$ cat src/rtl/pmu_pkg.sv
package pmu_pkg;

    localparam int ADDR_W  = 4;
    localparam int DATA_W  = 32;
    localparam int CNT_W   = 32;
    localparam int EVT_W   = 7;
    localparam int SEL_W   = 5;
    localparam int PRESC_W = 6;
    localparam int CYC_BIT = 31;

    typedef logic [DATA_W-1:0] word_t;

    typedef enum logic [ADDR_W-1:0] {
        A_CTRL    = 4'd0,
        A_CEN_SET = 4'd1,
        A_CEN_CLR = 4'd2,
        A_IEN_SET = 4'd3,
        A_IEN_CLR = 4'd4,
        A_OVF     = 4'd5,
        A_SEL     = 4'd6,
        A_EVTYPE  = 4'd7,
        A_EVCNT   = 4'd8,
        A_CYC     = 4'd9
    } addr_e;

    typedef struct packed {
        logic halt_gate;
        logic export_en;
        logic slow_cyc;
        logic run;
    } ctrl_t;

    // Bits of a per-counter word that exist: low event bits plus the cycle bit.
    function automatic word_t ctr_mask(input int n_evt);
        word_t m;
        m = '0;
        for (int i = 0; i < n_evt; i++) m[i] = 1'b1;
        m[CYC_BIT] = 1'b1;
        return m;
    endfunction

endpackage

$ cat src/rtl/pmu_ctr.sv
module pmu_ctr #(
    parameter int W = 32
) (
    input  logic         clk,
    input  logic         rst,
    input  logic         clr,
    input  logic         wr,
    input  logic [W-1:0] wdata,
    input  logic         inc,
    output logic [W-1:0] val,
    output logic         wrap
);
    always_ff @(posedge clk) begin
        if (rst || clr)  val <= '0;
        else if (wr)     val <= wdata;
        else if (inc)    val <= val + 1'b1;
    end

    assign wrap = inc && !clr && !wr && (&val);
endmodule

$ cat src/rtl/pmu_cyc_gate.sv
module pmu_cyc_gate #(
    parameter int PW = 6
) (
    input  logic clk,
    input  logic rst,
    input  logic clr,
    input  logic run,
    input  logic en,
    input  logic slow,
    input  logic halt_gate,
    input  logic halt_i,
    output logic tick
);
    logic [PW-1:0] presc_q;
    logic          open_w;

    assign open_w = run && en && !(halt_gate && halt_i);

    always_ff @(posedge clk) begin
        if (rst || clr)            presc_q <= '0;
        else if (open_w && slow)   presc_q <= presc_q + 1'b1;
    end

    assign tick = open_w && (!slow || (&presc_q));
endmodule

$ cat src/rtl/pmu_regs.sv
module pmu_regs
    import pmu_pkg::*;
#(
    parameter int NUM_CTR = 4
) (
    input  logic                              clk,
    input  logic                              rst,
    input  logic [ADDR_W-1:0]                 addr,
    input  logic                              we,
    input  word_t                             wdata,
    input  logic [NUM_CTR-1:0][CNT_W-1:0]     evt_vals,
    input  logic [CNT_W-1:0]                  cyc_val,
    input  logic [NUM_CTR-1:0]                ovf_evt,
    input  logic                              ovf_cyc,
    output word_t                             rdata,
    output logic                              irq,
    output logic                              run,
    output logic                              slow,
    output logic                              halt_gate,
    output logic [NUM_CTR-1:0]                evt_en,
    output logic                              cyc_en,
    output logic [NUM_CTR-1:0][EVT_W-1:0]     evtype,
    output logic [NUM_CTR-1:0]                evt_wr,
    output logic                              cyc_wr,
    output logic                              evt_clr,
    output logic                              cyc_clr
);
    localparam word_t MASK = ctr_mask(NUM_CTR);

    addr_e                        a;
    ctrl_t                        ctrl_q;
    word_t                        cen_q, ien_q, ovf_q;
    logic [SEL_W-1:0]             sel_q;
    logic [NUM_CTR-1:0][EVT_W-1:0] evtype_q;
    word_t                        ovf_set, ovf_clr, wmask;

    assign a     = addr_e'(addr);
    assign wmask = wdata & MASK;

    always_ff @(posedge clk) begin
        if (rst) begin
            ctrl_q   <= '0;
            cen_q    <= '0;
            ien_q    <= '0;
            sel_q    <= '0;
            evtype_q <= '0;
        end else if (we) begin
            case (a)
                A_CTRL: begin
                    ctrl_q.run       <= wdata[0];
                    ctrl_q.slow_cyc  <= wdata[3];
                    ctrl_q.export_en <= wdata[4];
                    ctrl_q.halt_gate <= wdata[5];
                end
                A_CEN_SET: cen_q <= cen_q | wmask;
                A_CEN_CLR: cen_q <= cen_q & ~wmask;
                A_IEN_SET: ien_q <= ien_q | wmask;
                A_IEN_CLR: ien_q <= ien_q & ~wmask;
                A_SEL:     sel_q <= wdata[SEL_W-1:0];
                A_EVTYPE: begin
                    for (int i = 0; i < NUM_CTR; i++)
                        if (sel_q == SEL_W'(i)) evtype_q[i] <= wdata[EVT_W-1:0];
                end
                default: ;
            endcase
        end
    end

    always_comb begin
        ovf_set                = '0;
        ovf_set[NUM_CTR-1:0]   = ovf_evt;
        ovf_set[CYC_BIT]       = ovf_cyc;
        ovf_clr                = (we && a == A_OVF) ? wmask : '0;
    end

    always_ff @(posedge clk) begin
        if (rst) ovf_q <= '0;
        else     ovf_q <= (ovf_q & ~ovf_clr) | ovf_set;
    end

    // Strobes to the counters.
    always_comb begin
        for (int i = 0; i < NUM_CTR; i++)
            evt_wr[i] = we && (a == A_EVCNT) && (sel_q == SEL_W'(i));
    end
    assign cyc_wr  = we && (a == A_CYC);
    assign evt_clr = we && (a == A_CTRL) && wdata[1];
    assign cyc_clr = we && (a == A_CTRL) && wdata[2];

    assign run       = ctrl_q.run;
    assign slow      = ctrl_q.slow_cyc;
    assign halt_gate = ctrl_q.halt_gate;
    assign evt_en    = cen_q[NUM_CTR-1:0];
    assign cyc_en    = cen_q[CYC_BIT];
    assign evtype    = evtype_q;
    assign irq       = |(ovf_q & ien_q);

    always_comb begin
        rdata = '0;
        case (a)
            A_CTRL:    rdata = {26'b0, ctrl_q.halt_gate, ctrl_q.export_en,
                                ctrl_q.slow_cyc, 2'b00, ctrl_q.run};
            A_CEN_SET,
            A_CEN_CLR: rdata = cen_q;
            A_IEN_SET,
            A_IEN_CLR: rdata = ien_q;
            A_OVF:     rdata = ovf_q;
            A_SEL:     rdata = {{(DATA_W-SEL_W){1'b0}}, sel_q};
            A_EVTYPE: begin
                for (int i = 0; i < NUM_CTR; i++)
                    if (sel_q == SEL_W'(i))
                        rdata = {{(DATA_W-EVT_W){1'b0}}, evtype_q[i]};
            end
            A_EVCNT: begin
                for (int i = 0; i < NUM_CTR; i++)
                    if (sel_q == SEL_W'(i)) rdata = evt_vals[i];
            end
            A_CYC:     rdata = cyc_val;
            default:   rdata = '0;
        endcase
    end
endmodule

$ cat src/rtl/perf_mon.sv
module perf_mon
    import pmu_pkg::*;
#(
    parameter int NUM_CTR = 4,
    parameter int NUM_EVT = 2 ** EVT_W
) (
    input  logic               clk,
    input  logic               rst,
    input  logic [ADDR_W-1:0]  bus_addr,
    input  logic               bus_we,
    input  logic [DATA_W-1:0]  bus_wdata,
    output logic [DATA_W-1:0]  bus_rdata,
    input  logic [NUM_EVT-1:0] events_i,
    input  logic               debug_halt_i,
    output logic               irq_o
);
    logic [NUM_CTR-1:0][CNT_W-1:0] evt_vals;
    logic [CNT_W-1:0]              cyc_val;
    logic [NUM_CTR-1:0]            ovf_evt, evt_en, evt_wr, evt_inc;
    logic                          ovf_cyc, cyc_en, cyc_wr, cyc_tick;
    logic                          run, slow, halt_gate, evt_clr, cyc_clr;
    logic [NUM_CTR-1:0][EVT_W-1:0] evtype;

    pmu_regs #(.NUM_CTR(NUM_CTR)) u_regs (
        .clk(clk), .rst(rst), .addr(bus_addr), .we(bus_we), .wdata(bus_wdata),
        .evt_vals(evt_vals), .cyc_val(cyc_val), .ovf_evt(ovf_evt), .ovf_cyc(ovf_cyc),
        .rdata(bus_rdata), .irq(irq_o), .run(run), .slow(slow), .halt_gate(halt_gate),
        .evt_en(evt_en), .cyc_en(cyc_en), .evtype(evtype), .evt_wr(evt_wr),
        .cyc_wr(cyc_wr), .evt_clr(evt_clr), .cyc_clr(cyc_clr)
    );

    for (genvar i = 0; i < NUM_CTR; i++) begin : g_evt
        assign evt_inc[i] = run && evt_en[i] && events_i[evtype[i]];

        pmu_ctr #(.W(CNT_W)) u_ctr (
            .clk(clk), .rst(rst), .clr(evt_clr), .wr(evt_wr[i]),
            .wdata(bus_wdata[CNT_W-1:0]), .inc(evt_inc[i]),
            .val(evt_vals[i]), .wrap(ovf_evt[i])
        );
    end

    pmu_cyc_gate #(.PW(PRESC_W)) u_gate (
        .clk(clk), .rst(rst), .clr(cyc_clr), .run(run), .en(cyc_en),
        .slow(slow), .halt_gate(halt_gate), .halt_i(debug_halt_i), .tick(cyc_tick)
    );

    pmu_ctr #(.W(CNT_W)) u_cyc (
        .clk(clk), .rst(rst), .clr(cyc_clr), .wr(cyc_wr),
        .wdata(bus_wdata[CNT_W-1:0]), .inc(cyc_tick),
        .val(cyc_val), .wrap(ovf_cyc)
    );
endmodule

$ cat config.mk
export PLATFORM = sky130hd
export DESIGN_NAME = perf_mon
export DESIGN_NICKNAME = d
export VERILOG_FILES = /design/src/rtl/pmu_pkg.sv /design/src/rtl/pmu_ctr.sv /design/src/rtl/pmu_cyc_gate.sv /design/src/rtl/pmu_regs.sv /design/src/rtl/perf_mon.sv
export SDC_FILE = /design/constraint.sdc
export NUM_CORES = 1
export LEC_CHECK = 0
export BUFFER_PORTS_ARGS = -buffer_cell sky130_fd_sc_hd__buf_2
export CAP_MARGIN = 30
export CORE_MARGIN = 2
export CORE_UTILIZATION = 40
export CTS_CLUSTER_DIAMETER = 120
export DETAILED_ROUTE_END_ITERATION = 6
export HOLD_SLACK_MARGIN = 0.08
export SETUP_SLACK_MARGIN = 0.15
export SLEW_MARGIN = 20
export SYNTH_ARGS = -nofsm -noshare
export SYNTH_HDL_FRONTEND = slang
export SYNTH_HIERARCHICAL = 1
export SYNTH_SLANG_ARGS = --single-unit
$ cat constraint.sdc
create_clock -name clk -period 8.4 [get_ports clk]
set_input_delay 1.68 -clock clk [delete_from_list [all_inputs] [get_ports clk]]
set_output_delay 1.68 -clock clk [all_outputs]
set_load 0.03 [all_outputs]
==> reports/metrics.yaml, run 1 <==
p_total_mw: 2.51
cts_sinks: 218
path_max_fanout: 28
htreeDepth: 1
fin_crit_ns: 5.30
min_path_type: "register to register"
grt_usage: 0.283
finalWirelength_um: 69600
synth_area_leaders: "dfxtp_1, mux2i_1, mux4_2"
core-area_mm2: 0.0454
dr.first_iter.drc_count: 1865
rsz0062_at_grt: "false"
rows: 78
wire_per_inst_um: 24.1
nNetsFinal: 2436
numCtsBuffers: 26
grt_overflow: 0
synth_top_area_share: 0.238
syn-num-nets: 2346
fin_cells: 2882
fin_ws_ns: 3.10
fp.dieH_um: 218
status: "complete, no violations"
synth_seq_cells: 218
gp_congestion: 0.987
p_per_area_mw_per_mm2: 122
clk_pin_slew_ns: 0.06
postRouteAntennaNets: 0
syn_avg_cell_area_um2: 8.45
num_vias: 18800
synthCells: 2172
io_buffers: 200
cts-resized-gates: 0
post_route_cells_drive_above_1_share: 0.194
path_class: "register to primary output"
cts_max_path_buffers: 3
ys_warn_count: 6
grt_pass1_vias: 17500
min_period_over_period: 0.631
post-place-ws_ns: 3.12
dpl.cell_count: 2833
hold_buffers: 0
setup_viol: 0
synth_area_mm2: 0.0184
fin_worst_skew_ns: 0.0281
grtUsageMet2: 0.472
fin_setup_tns_ns: 0
grt_max_degree: 63
hold_viol: 0
synth-seq-area-share: 0.238
irDropWorstVdd_mv: 0.169
drt_pass1_iterations: 7
slew_violations: 0
arrival_ns: 3.62
cp.required_ns: 6.72
syn_to_final_growth_pct: 11.8
diodes: 0
synthFlopType: "dfxtp_1"
vias_per_cell: 6.51
ios: 201
start_util: 0.404
crit_path_start_kind: "register"
tightest_slew_ns: 1.01
drc: 0
synth_edf_count: 0
top_usage_layer: "met2"
clk_latency_ns: 0.55
postCtsSetupBuffers: 0
end_kind: "primary output"
synth_cell_types: 80
fin_hold_ws_ns: 0.471
yosysTopAreaCell: "dfxtp_1"
synthTopCellsByCount: "dfxtp_1, a21oi_1, nand2_1, nor2_1, mux2i_1"
use_met3: 0.0359
die_area_mm2: 0.0476
cts_tree: "built"
met1_usage: 0.368
fmax_mhz: 189
antenna_found_initial: 2
maxCapViolCount: 0
dieWidth_um: 218
maxSlewHeadroom: 0.314
leakage_nw: 7.00
async_flop_share: 0
grt_pass1_wl_um: 105000
place_hpwl_um: 51300
cts-root-buf: "clkbuf_16"
post-synth-top-count-cell: "dfxtp_1"
==> per-stage QoR <==
step	util	instance area, um^2
3_3_place_gp	0.430	19500
2_1_floorplan	-	18400
3_5_place_dp	0.433	19600
6_report	0.452	20500
4_1_cts	0.452	20500
5_1_grt	0.452	20500
==> routing by layer <==
metal | up-vias | part of all wire | wire length (um)
met5 | - | 0.00037 | 26
met4 | 4 | 0.044 | 3070
met3 | 178 | 0.068 | 4750
met2 | 884 | 0.47 | 33000
met1 | 9206 | 0.41 | 28700
li1 | 8481 | - | -
==> logic make-up (layout without fill, tap and decap cells) <==
family                   after synthesis  count (layout)  share of synthesized area
AND/OR/NAND/NOR                      811             811                      0.250
AO/OA/AOI/OAI                        526             526                      0.180
multiplexers                         260             260                      0.203
flip-flops                           218             218                      0.238
buffers and inverters                200             310                     0.0528
XOR/XNOR                             151             151                     0.0721
adder cells (fa/ha/maj)                6               6                    0.00409
==> flip-flops by register name, summed over array words and instances (netlist names), named ones only <==
name              count
u_regs/slow           1
u_cyc/val            32
u_regs/ovf_q          5
u_regs/evtype        28
u_gate/presc_q        6
u_regs/run            1
u_regs/ctrl_q         1
u_regs/sel_q          5
g_evt.u_ctr/val     128
u_regs/halt_gate      1
==> worst paths after layout <==
kind         depth (start not counted)                            from                                   to  slack [ns]
max                                  5    u_regs/sel_q[1]$_SDFFE_PP0P_                        bus_rdata[22]        3.10
min                                  2  u_gate/presc_q[4]$_SDFFE_PP0P_       u_gate/presc_q[4]$_SDFFE_PP0P_        0.47
max reg2reg                         12  u_regs/evtype[22]$_SDFFE_PP0P_  g_evt[3].u_ctr/val[20]$_SDFFE_PP0P_        3.69
min reg2reg                          2  u_gate/presc_q[4]$_SDFFE_PP0P_       u_gate/presc_q[4]$_SDFFE_PP0P_        0.47
==> power breakdown <==
group	switching, mW	total (mW)	internal, mW	leakage [nW]
Combinational	0.171	0.278	0.108	4.80
Sequential	0.0177	1.06	1.04	1.76
Clock	0.474	1.17	0.700	0.439
==> worst max-delay path, cell delays in order (launching register included) <==
cell and delay, ns:
dfxtp_1 0.40, or4_1 0.92, nor2_4 0.65, a222oi_1 0.30
o21ai_0 0.50, buf_2 0.30
==> layout make-up <==
cell class | instances | area (um^2)
inverters | 23 | 86.3
well taps | 600 | 751
clock inverters | 9 | 95.1
repair buffers | 239 | 1350
fillers | 4520 | 24900
flip-flops and latches | 218 | 4370
multi-input cells | 1754 | 13100
clock buffers | 39 | 781
==> placed cells by master, fill, tap and decap left out, drive strengths merged, types with 34 or more instances in the layout <==
cell,instances
buf,239
dfxtp,218
a21oi,175
nor2,162
nand2,161
mux2i,153
o21ai,149
nand4,98
xor2,96
nand3,89
mux4,83
xnor2,55
and3,54
nor4,48
clkbuf,39
nor3,34
Note: power is estimated with default switching activity, not from simulation.
==> run 2, diff against run 1 <==
==> constraint.sdc (replaced) <==
create_clock -name clk -period 5.45 [get_ports clk]
set_input_delay 1.09 -clock clk [delete_from_list [all_inputs] [get_ports clk]]
set_output_delay 1.09 -clock clk [all_outputs]
set_load 0.03 [all_outputs]
==> run 2 against run 1 <==
  * Largest cell class unchanged
  * The flow now finishes with violations (design-rule violations)
  * Register-to-register slack got worse by 2.6 ns
  * Sequential power rose by 55%
  * Critical path depth rose by 1
  * Via count fell by 0.49%
  * Non-clock buffer count rose by 10
  * Utilization rose by 0.24 points
  * Flip-flop and latch count did not move
==> reports/metrics.yaml, run 2 (synthesized netlist as in run 1, its figures left out) <==
status: "finished, violations left"
violations: "design-rule violations"
fp.dieH_um: 218  # unchanged
drc: 1  # +1
dieWidth_um: 218  # unchanged
drt_pass1_iterations: 7  # unchanged
min_period_over_period: 0.805
hold_viol: 0  # unchanged
wire_per_inst_um: 24.3  # +0.54%
tightest_slew_ns: 0.986  # -0.0291 ns
fin_crit_ns: 4.39
crit_top_cell: "buf_2"
post-place-ws_ns: 1.04  # -2.08 ns
grt_max_degree: 59  # -6.3%
final_cell_mix: "dfxtp_1, buf_2, a21oi_1, nand2_1, nor2_1"
path_max_fanout: 22  # -21%
cts-resized-gates: 0  # unchanged
fin_cells: 2895  # +0.45%
irDropWorstVdd_mv: 0.266  # +57%
leakage_nw: 7.05  # +0.76%
clk_pin_slew_ns: 0.06  # about the same
critPathSlowestCell: "nor3_1"
grt_overflow: 0  # unchanged
vias_per_cell: 6.45  # -0.93%
dr.first_iter.drc_count: 2070  # +11%
maxCapViolCount: 0  # unchanged
htreeDepth: 1  # unchanged
fin_ws_ns: 1.06  # -2.04 ns
finalWirelength_um: 70300  # +0.99%
largest-register: "g_evt.u_ctr/val"
core-area_mm2: 0.0454  # unchanged
postCtsSetupBuffers: 0  # unchanged
start_util: 0.404  # unchanged
clk_latency_ns: 0.55  # about the same
worst_r2r_startpoint: "u_regs/evtype[8]$_SDFFE_PP0P_"
cts_tree: "built"
min_path_type: "register to register"
io_buffers: 200  # unchanged
grt_pass1_vias: 17500  # -0.19%
ios: 201  # unchanged
critPathTopFamily: "simple AND/OR/NAND/NOR gates"
maxSlewHeadroom: 0.342  # +0.0280
dpl.cell_count: 2841  # +0.28%
syn_to_final_growth_pct: 12.4
path_class: "input port to primary output"
crit_path_start: "bus_addr[1]"
grt_usage: 0.287  # +0.00476
rsz0062_at_grt: "false"
worst-path-buf-inv: 2  # +1
cts_sinks: 218  # unchanged
setup_viol: 0  # unchanged
fmax_mhz: 228
slew_violations: 0  # unchanged
arrival_ns: 3.30  # -0.32 ns
dpl-instance-area_mm2: 0.0197  # +0.33%
fin_setup_tns_ns: 0  # unchanged
grt_pass1_wl_um: 107000  # +1.2%
gp_congestion: 0.965  # -2.2%
place_hpwl_um: 52100  # +1.6%
cp.required_ns: 4.36  # -2.36 ns
cts_max_path_buffers: 3  # unchanged
rows: 78  # unchanged
largest_reg_flops: 128  # unchanged
hold_buffers: 0  # unchanged
post_route_cells_drive_above_1_share: 0.196  # +0.00204
nNetsFinal: 2448  # +0.49%
fin_hold_ws_ns: 0.479  # +0.00753 ns
layout_commonest_cell: "dfxtp_1"
path_cells: "buf_2 > nand2_1 > nor3_1 > o21ai_0 > o2111ai_1 > buf_2"
numCtsBuffers: 28  # +7.7%
fin_worst_skew_ns: 0.0185  # -0.00961 ns
max_stage_delay_ns: 0.68  # -0.24 ns
crit_path_start_kind: "input port"
die_area_mm2: 0.0476  # unchanged
num_vias: 18700  # -0.49%
fin_area_mm2: 0.0206  # +0.52%
postRouteAntennaNets: 0  # unchanged
cts-root-buf: "clkbuf_16"
hp-start: "u_gate/presc_q[4]$_SDFFE_PP0P_"
end_kind: "primary output"
antenna_found_initial: 5  # +3
p_per_area_mw_per_mm2: 188  # +54%
==> run 2: changes by cell type in the layout (fill, tap and decap cells not counted), moves of 2 or more <==
cell	previous run	this run
buf_4	31	40
clkbuf_1	6	10
clkbuf_16	27	29
clkinv_2	7	4
==> run 2: power breakdown <==
part / total [mW] / switching [mW] / internal, mW
Combinational: 0.431 / 0.264 / 0.168
Clock: 1.81 / 0.723 / 1.09
Sequential: 1.64 / 0.0299 / 1.61
==> run 2: cell type report <==
| class | count | area [um^2] |
|---|---|---|
| Antenna cell | 1 | 2.50 |
| Sequential cell | 218 | 4370 |
| Inverter | 23 | 86.3 |
| Multi-Input combinational cell | 1754 | 13100 |
| Tap cell | 600 | 751 |
| Clock inverter | 6 | 58.8 |
| Timing Repair Buffer | 249 | 1440 |
| Fill cell | 4528 | 24800 |
| Clock buffer | 44 | 832 |
==> run 2: path summary, 6_finish.rpt <==
kind                                                             to  slack (ns)  cells past startpoint
worst max-delay path                                   bus_rdata[4]        1.06                      6
worst min-delay path                 u_gate/presc_q[4]$_SDFFE_PP0P_        0.48                      2
worst max register to register  g_evt[1].u_ctr/val[20]$_SDFFE_PP0P_        1.07                     11
worst min register to register       u_gate/presc_q[4]$_SDFFE_PP0P_        0.48                      2
==> run 2: layer usage <==
metal / vias to the layer above / global-route usage / share of wire
li1: 8523 / - / -
met1: 9026 / 0.374 / 0.41
met2: 909 / 0.471 / 0.47
met3: 196 / 0.0384 / 0.076
met4: 8 / 0.134 / 0.051
met5: - / 0 / 0.00075
==> run 2: stage by stage <==
stage                util  power [mW]
global route        0.455        4.01
CTS                 0.454        3.90
detailed placement  0.434        2.09
finish              0.455        3.88
global placement    0.431        2.08
floorplan               -        1.88
==> run 2: worst reg2reg max path, stage by stage, from the launching register on <==
cell      delay [ns]
dfxtp_2         0.89
buf_4           0.33
mux2i_1         0.10
a22oi_1         0.19
nand3_1         0.18
a311oi_1        0.45
a211o_1         0.53
nand2_1         0.29
nor3_1          0.77
nand4_1         0.21
xor2_1          0.18
o31ai_1         0.19
